--- config.mk ---
export PLATFORM = sky130hd
export DESIGN_NAME = regwin_ctrl
export DESIGN_NICKNAME = d
export VERILOG_FILES = /design/src/rtl/regwin_pkg.sv /design/src/rtl/regwin_remap.sv /design/src/rtl/regwin_probe.sv /design/src/rtl/regwin_ctrl.sv
export SDC_FILE = /design/constraint.sdc
export NUM_CORES = 1
export LEC_CHECK = 0
export ABC_AREA = 1
export BUFFER_PORTS_ARGS = -buffer_cell sky130_fd_sc_hd__buf_2
export CORE_UTILIZATION = 50
export CTS_CLUSTER_SIZE = 10
export DETAILED_ROUTE_END_ITERATION = 16
export GPL_TIMING_DRIVEN = 0
export PLACE_DENSITY = 0.86
export SETUP_SLACK_MARGIN = 0.15
export SLEW_MARGIN = 5
export SYNTH_ARGS = -nofsm -noshare
export SYNTH_HDL_FRONTEND = slang
export SYNTH_HIERARCHICAL = 1
export SYNTH_SLANG_ARGS = --single-unit
--- constraint.sdc ---
create_clock -name clk -period 4.9 [get_ports clk]
set_input_delay 0.245 -clock clk [delete_from_list [all_inputs] [get_ports clk]]
set_output_delay 0.245 -clock clk [all_outputs]
set_load 0.005 [all_outputs]
--- src/rtl/regwin_pkg.sv ---
package regwin_pkg;

    typedef enum logic [2:0] {
        OP_NONE    = 3'd0,
        OP_ENTRY   = 3'd1,
        OP_RETURN  = 3'd2,
        OP_WCHECK  = 3'd3,
        OP_ROTATE  = 3'd4,
        OP_MOVSP   = 3'd5,
        OP_SETBASE = 3'd6,
        OP_RESTORE = 3'd7
    } win_op_e;

    typedef enum logic [2:0] {
        EXK_NONE   = 3'd0,
        EXK_OVF4   = 3'd1,
        EXK_OVF8   = 3'd2,
        EXK_OVF12  = 3'd3,
        EXK_UNF4   = 3'd4,
        EXK_UNF8   = 3'd5,
        EXK_UNF12  = 3'd6,
        EXK_ALLOCA = 3'd7
    } win_exc_e;

    typedef struct packed {
        logic     wr;
        logic     exc;
        logic     ill;
        logic     ret;
        win_exc_e kind;
    } win_outcome_t;

    function automatic win_exc_e underflow_kind(input logic [1:0] n);
        case (n)
            2'd1:    return EXK_UNF4;
            2'd2:    return EXK_UNF8;
            default: return EXK_UNF12;
        endcase
    endfunction

    function automatic logic status_ok(input logic woe, input logic excm);
        return woe & ~excm;
    endfunction

endpackage

--- src/rtl/regwin_remap.sv ---
module regwin_remap #(
    parameter int UW = 4,
    parameter int PW = 6
) (
    input  logic [UW-1:0] base,
    input  logic [3:0]    lreg,
    output logic [PW-1:0] preg
);
    // PW equals UW+2, so the sum wraps at the physical register count.
    assign preg = {base, 2'b00} + PW'(lreg);
endmodule

--- src/rtl/regwin_probe.sv ---
module regwin_probe
    import regwin_pkg::*;
#(
    parameter int UNITS = 16,
    parameter int UW    = 4
) (
    input  logic [UW-1:0]    base,
    input  logic [UNITS-1:0] start,
    input  logic [1:0]       depth,
    output logic             fwd_hit,
    output logic [1:0]       fwd_step,
    output win_exc_e         fwd_kind,
    output logic [1:0]       back_step
);
    // Bitmap seen relative to the base: rel[i] is the bit of unit base+i.
    logic [UNITS-1:0] rel;

    for (genvar i = 0; i < UNITS; i++) begin : g_rel
        assign rel[i] = start[base + UW'(i)];
    end

    logic [UW-1:0] moff;

    always_comb begin
        fwd_hit  = 1'b0;
        fwd_step = 2'd0;
        for (int k = 3; k >= 1; k--) begin
            if (2'(k) <= depth && rel[UW'(k)]) begin
                fwd_hit  = 1'b1;
                fwd_step = 2'(k);
            end
        end
        moff = UW'(fwd_step);
        if (rel[moff + UW'(1)])
            fwd_kind = EXK_OVF4;
        else if (rel[moff + UW'(2)])
            fwd_kind = EXK_OVF8;
        else
            fwd_kind = EXK_OVF12;
    end

    always_comb begin
        if (rel[UNITS-1])
            back_step = 2'd1;
        else if (rel[UNITS-2])
            back_step = 2'd2;
        else if (rel[UNITS-3])
            back_step = 2'd3;
        else
            back_step = 2'd0;
    end
endmodule

--- src/rtl/regwin_ctrl.sv ---
module regwin_ctrl
    import regwin_pkg::*;
#(
    parameter int PHYS_REGS = 64,
    parameter int XLEN      = 32,
    localparam int UNITS    = PHYS_REGS / 4,
    localparam int UW       = $clog2(UNITS),
    localparam int PW       = UW + 2
) (
    input  logic             clk,
    input  logic             rst,
    input  logic             op_valid,
    input  logic [2:0]       op_code,
    input  logic [3:0]       op_reg,
    input  logic [11:0]      op_imm,
    input  logic [XLEN-1:0]  op_val,
    input  logic [XLEN-1:0]  op_pc,
    input  logic             ps_woe,
    input  logic             ps_excm,
    input  logic [1:0]       ps_callinc,
    input  logic [3:0]       lk_log,
    output logic [PW-1:0]    lk_phys,
    output logic             wr_en,
    output logic [PW-1:0]    wr_phys,
    output logic [XLEN-1:0]  wr_data,
    output logic             exc_valid,
    output logic [2:0]       exc_kind,
    output logic [UW-1:0]    exc_owb,
    output logic [XLEN-1:0]  exc_pc,
    output logic             illegal,
    output logic             ret_valid,
    output logic [XLEN-1:0]  ret_pc,
    output logic [UW-1:0]    wbase,
    output logic [UNITS-1:0] wstart
);
    logic [UW-1:0]    base_q, base_d;
    logic [UNITS-1:0] start_q, start_d;
    win_outcome_t     out_q, out_d;
    logic [PW-1:0]    wphys_q;
    logic [XLEN-1:0]  wdata_q, wdata_d, epc_q, rpc_q, rpc_d;
    logic [UW-1:0]    owb_q;

    win_op_e          op;
    logic             ps_ok;
    logic [1:0]       ret_n;
    logic [UW-1:0]    base_call, base_back, base_ovf, rot_amt;
    logic [PW-1:0]    wr_tgt;
    logic             fwd_hit;
    logic [1:0]       fwd_step, back_step;
    win_exc_e         fwd_kind;

    assign op        = win_op_e'(op_code);
    assign ps_ok     = status_ok(ps_woe, ps_excm);
    assign ret_n     = op_val[XLEN-1 -: 2];
    assign base_call = base_q + UW'(ps_callinc);
    assign base_back = base_q - UW'(ret_n);
    assign base_ovf  = base_q + UW'(fwd_step);
    assign rot_amt   = UW'({{(XLEN-4){op_imm[3]}}, op_imm[3:0]});

    regwin_remap #(.UW(UW), .PW(PW)) u_look (
        .base (base_q),
        .lreg (lk_log),
        .preg (lk_phys)
    );

    regwin_remap #(.UW(UW), .PW(PW)) u_wtgt (
        .base (base_q),
        .lreg ({ps_callinc, op_reg[1:0]}),
        .preg (wr_tgt)
    );

    regwin_probe #(.UNITS(UNITS), .UW(UW)) u_probe (
        .base      (base_q),
        .start     (start_q),
        .depth     (op_reg[1:0]),
        .fwd_hit   (fwd_hit),
        .fwd_step  (fwd_step),
        .fwd_kind  (fwd_kind),
        .back_step (back_step)
    );

    always_comb begin
        base_d  = base_q;
        start_d = start_q;
        out_d   = '{wr: 1'b0, exc: 1'b0, ill: 1'b0, ret: 1'b0, kind: EXK_NONE};
        wdata_d = op_val - (XLEN'(op_imm) << 3);
        rpc_d   = {op_pc[XLEN-1 -: 2], op_val[XLEN-3:0]};
        if (op_valid) begin
            case (op)
                OP_ENTRY: begin
                    if (op_reg[3:2] != 2'b00 || !ps_ok) begin
                        out_d.ill = 1'b1;
                    end else begin
                        out_d.wr           = 1'b1;
                        base_d             = base_call;
                        start_d[base_call] = 1'b1;
                    end
                end
                OP_RETURN: begin
                    if (ret_n == 2'd0 || (back_step != 2'd0 && back_step != ret_n) || !ps_ok) begin
                        out_d.ill = 1'b1;
                    end else begin
                        base_d = base_back;
                        if (start_q[base_back]) begin
                            start_d[base_q] = 1'b0;
                            out_d.ret       = 1'b1;
                        end else begin
                            out_d.exc  = 1'b1;
                            out_d.kind = underflow_kind(ret_n);
                        end
                    end
                end
                OP_WCHECK: begin
                    if (ps_ok && fwd_hit) begin
                        out_d.exc  = 1'b1;
                        out_d.kind = fwd_kind;
                        base_d     = base_ovf;
                    end
                end
                OP_ROTATE: base_d = base_q + rot_amt;
                OP_MOVSP: begin
                    if (back_step == 2'd0) begin
                        out_d.exc  = 1'b1;
                        out_d.kind = EXK_ALLOCA;
                    end
                end
                OP_SETBASE, OP_RESTORE: base_d = op_val[UW-1:0];
                default: ;
            endcase
        end
    end

    always_ff @(posedge clk) begin
        if (rst) begin
            base_q  <= '0;
            start_q <= UNITS'(1);
            out_q   <= '{wr: 1'b0, exc: 1'b0, ill: 1'b0, ret: 1'b0, kind: EXK_NONE};
            wphys_q <= '0;
            wdata_q <= '0;
            epc_q   <= '0;
            rpc_q   <= '0;
            owb_q   <= '0;
        end else begin
            base_q  <= base_d;
            start_q <= start_d;
            out_q   <= out_d;
            if (out_d.wr) begin
                wphys_q <= wr_tgt;
                wdata_q <= wdata_d;
            end
            if (out_d.exc || out_d.ill) begin
                epc_q <= op_pc;
                owb_q <= base_q;
            end
            if (out_d.ret)
                rpc_q <= rpc_d;
        end
    end

    assign wbase     = base_q;
    assign wstart    = start_q;
    assign wr_en     = out_q.wr;
    assign wr_phys   = wphys_q;
    assign wr_data   = wdata_q;
    assign exc_valid = out_q.exc;
    assign exc_kind  = out_q.kind;
    assign exc_owb   = owb_q;
    assign exc_pc    = epc_q;
    assign illegal   = out_q.ill;
    assign ret_valid = out_q.ret;
    assign ret_pc    = rpc_q;

    // a rejected operation leaves the window state alone
    p_illegal_holds_r3: assert property (@(posedge clk) disable iff (rst)
        illegal |-> (wbase == $past(wbase) && wstart == $past(wstart)));

    // after an entry the new base is marked live
    p_entry_live_r4: assert property (@(posedge clk) disable iff (rst)
        wr_en |-> wstart[wbase]);

    // an overflow always moves the window forward
    p_overflow_moves_r6: assert property (@(posedge clk) disable iff (rst)
        (exc_valid && exc_kind inside {3'd1, 3'd2, 3'd3}) |-> wbase != $past(wbase));

    // a completed return releases the frame it left
    p_return_clears_r8: assert property (@(posedge clk) disable iff (rst)
        ret_valid |-> !wstart[$past(wbase)]);

    // an underflow keeps the bitmap
    p_underflow_keeps_r9: assert property (@(posedge clk) disable iff (rst)
        (exc_valid && exc_kind inside {3'd4, 3'd5, 3'd6}) |-> wstart == $past(wstart));

    // an alloca fault does not rotate
    p_alloca_still_r10: assert property (@(posedge clk) disable iff (rst)
        (exc_valid && exc_kind == 3'd7) |-> wbase == $past(wbase));

    // at most one outcome per operation
    p_single_outcome_r13: assert property (@(posedge clk) disable iff (rst)
        $onehot0({wr_en, exc_valid, illegal, ret_valid}));

    // outcomes only follow an operation
    p_quiet_idle_r1: assert property (@(posedge clk) disable iff (rst)
        !$past(op_valid) |-> !(wr_en || exc_valid || illegal || ret_valid));
endmodule

==> flow_summary.ini <==
[drt]
drt-pass1-iter-count = 6
drtIter0Drc = 1112
routed_wl_um = 28900
avgViaCountPerCell = 5.36
drc = 0
wire_per_inst_um = 15.5
ant_nets = 0
vias = 10000

[sta]
finalSetupTns_ns = 0
fin_crit_ns = 4.32
timing_hold_violations_final = 0
min_period_over_period = 0.881
fmax_ghz = 0.232
relSlewSlack = 0.508
setup_slack_ns = 0.584
slew_viol_final = 0
clock_skew_ns = 0.0117
rsz0062_at_grt = no
worst_pin_slew_ns = 0.737
setup_viol = 0
timing.hold.ws_ns = 0.0396

[grt]
grt_overflow_total = 0
grt_pass1_vias = 9150
grt_usage = 0.322
antenna_found_initial = 3
grt_max_degree = 21
grt_first_pass_wirelength_um = 45400

[power]
vdd_drop_max_mv = 0.264
finalPower_mw = 3.33
power.leakage_nw = 5.64
power_density_nw_per_um2 = 311

[cells_and_area]
drive_above_1_share = 0.202
instances_no_fill = 1865
utilization = 0.640
finalNetCount = 1761
fillerInstances = 1563
area_growth_pct = 23.8
stdcell_area_um2 = 10700

[placement]
port_buffers = 229
gp_congestion = 0.969
post-place-ws_ns = 0.164
dp.cells = 1830
dpl.hpwl_um = 21800
post_dp_cell_area_um2 = 10100

[critical_path]
r2r_start = wbase[0]$_SDFFE_PP0P_
critical_path.max_stage_delay_ns = 0.64
cp_data_arrival_time_ns = 4.64
cp-end-kind = flip-flop
worstPathMaxFanout = 16
ff2ff_setup_slack_ns = 0.58
critPathSlowestCell = dfxtp_2
r2r_end = exc_pc[6]$_SDFFE_PP0P_
path_delay_family = simple AND/OR/NAND/NOR gates
crit_chain = inv_2 > buf_6 > ha_1 > buf_2 > inv_1 > nand3_1 > nand2_1 > nor2_1 > or3_1 > a22oi_1 > inv_1 > nand2_1 > a21oi_1 > nor2_1 > nand3_1 > nand2_1 > nand2_1 > nand2_1 > clkbuf_1 > nand3_1 > nand2_1 > nor2_1
startpoint = wbase[0]$_SDFFE_PP0P_
cp.required_ns = 5.22
path_buf_inv = 6
crit_top_cell = nand2_1
cp.depth = 22
cp-start-kind = flip-flop
crit_path_end = exc_pc[6]$_SDFFE_PP0P_
critical_path_class = reg -> reg
rr_worst_depth = 22

[synthesis]
synth_simple_gate_area_frac = 0.341
synth_cell_types = 45
ys_ff_latch = 133
synth-xor-area-share = 0.0271
ys_seq_area_frac = 0.307
synth_most_common_cell = nand2_1
synth_edf_count = 0
avgSynthCellArea_um2 = 6.28
yosys.area_share.adder = 0.0601
yosysTopAreaCellShare = 0.307
syn_inst = 1381
synth.area.mux_share = 0
synth_top_cell_by_area = dfxtp_1
netlist_top_cells_area = dfxtp_1 (31%), nand2_1 (13%), nand3_1 (11%)
synthTopCellsByCount = nand2_1 (299), inv_1 (182), nand3_1 (182), nor2_1 (167), dfxtp_1 (133)
async_flop_share = 0
synth_top_family_by_area = simple AND/OR/NAND/NOR gates
ys.flop_type = dfxtp_1
synth_area_um2 = 8670
yosysWarnings = 6
syn_nets = 1513
synth-compound-area-share = 0.139

[status]
status = finished, final reports clean

[die]
coreArea_um2 = 16800
die_h_um = 134
num_rows = 47
io_pins = 233
die-area_um2 = 17900
initial_utilization = 0.517
die_w_um = 134

[cts]
clock_latency_ns = 0.43
cts_tree = done
clkSinkCount = 133
cts.clk_slew.worst_paths_ns = 0.06
htreeDepth = 4
holdBufCountCts = 0
cts_max_path_buffers = 2
cts-root-buf = clkbuf_16
cts_buffers = 17

[flow_run]
maxCapViolations = 0

[worst_hold_path]
hp-class = in -> reg
[layer usage]
metal  wire length [um]  vias up  global-route usage
li1                   -     4928                   -
met1              11900     4475               0.400
met2              13300      515               0.526
met3               2730       83              0.0776
met4                996        0               0.143
met5                  0        -                   0
[kinds of logic after synthesis]
family / after synthesis
compound gates: 233
simple gates: 694
buf+inv: 256
fa+ha+maj: 38
flops: 133
xor+xnor: 26
other cells: 1
[how the worst min path moves through the flow]
stage / from / to / cells after the start
after floorplan: op_pc[0] / exc_pc[0]$_SDFFE_PP0P_ / 2
after global placement: ret_pc[8]$_SDFFE_PP0P_ / ret_pc[8]$_SDFFE_PP0P_ / 2
after detailed placement: ret_pc[22]$_SDFFE_PP0P_ / ret_pc[22]$_SDFFE_PP0P_ / 2
after CTS: op_pc[7] / exc_pc[7]$_SDFFE_PP0P_ / 3
after global routing: op_pc[15] / exc_pc[15]$_SDFFE_PP0P_ / 3
final: op_pc[7] / exc_pc[7]$_SDFFE_PP0P_ / 3
[repair_timing]
item                                    in CTS  in global routing
gates resized for setup                      1                  2
buffers inserted                             0                  0
endpoints found under the setup margin       1                 65
[state kept, by name, indices dropped and copies added (netlist names)]
name	cells
wr_phys	6
ret_valid	1
wr_en	1
exc_owb	4
wstart	16
wbase	4
illegal	1
ret_pc	32
exc_valid	1
exc_kind	3
exc_pc	32
wr_data	32
[cell usage in the layout, fill, tap and decap left out, drive strengths merged, types with 4 or more instances in the layout]
cell type	n
nand2	309
buf	269
inv	196
nand3	184
nor2	169
dfxtp	133
a21oi	117
o21ai	100
clkbuf	42
ha	32
nor3	17
xor2	17
xnor2	9
fa	6
clkinv	6
nand4	5
or2	4
[layout make-up]
| class | instances | area (um2) | area share |
|---|---|---|---|
| tap | 220 | 275 | 0.0256 |
| buffer | 64 | 358 | 0.0333 |
| antenna | 3 | 7.51 | 0.000699 |
| multi-input combinational | 992 | 4930 | 0.459 |
| clock inverter | 14 | 193 | 0.0180 |
| sequential | 133 | 2670 | 0.249 |
| timing repair buffer | 229 | 1150 | 0.107 |
| inverter | 192 | 721 | 0.0671 |
| clock buffer | 18 | 439 | 0.0409 |
[report_power, final]
part / leakage [nW] / internal [mW] / total (mW) / switching (mW)
Sequential: 1.08 / 1.12 / 1.17 / 0.0423
Combinational: 4.26 / 0.289 / 0.793 / 0.504
Clock: 0.305 / 0.829 / 1.38 / 0.547
[tightest hold or removal path: stages]
cell	delay, ns
buf_2	0.07
a21oi_1	0.03
nor2_1	0.08
No activity file was read; power rests on OpenSTA's default activity.
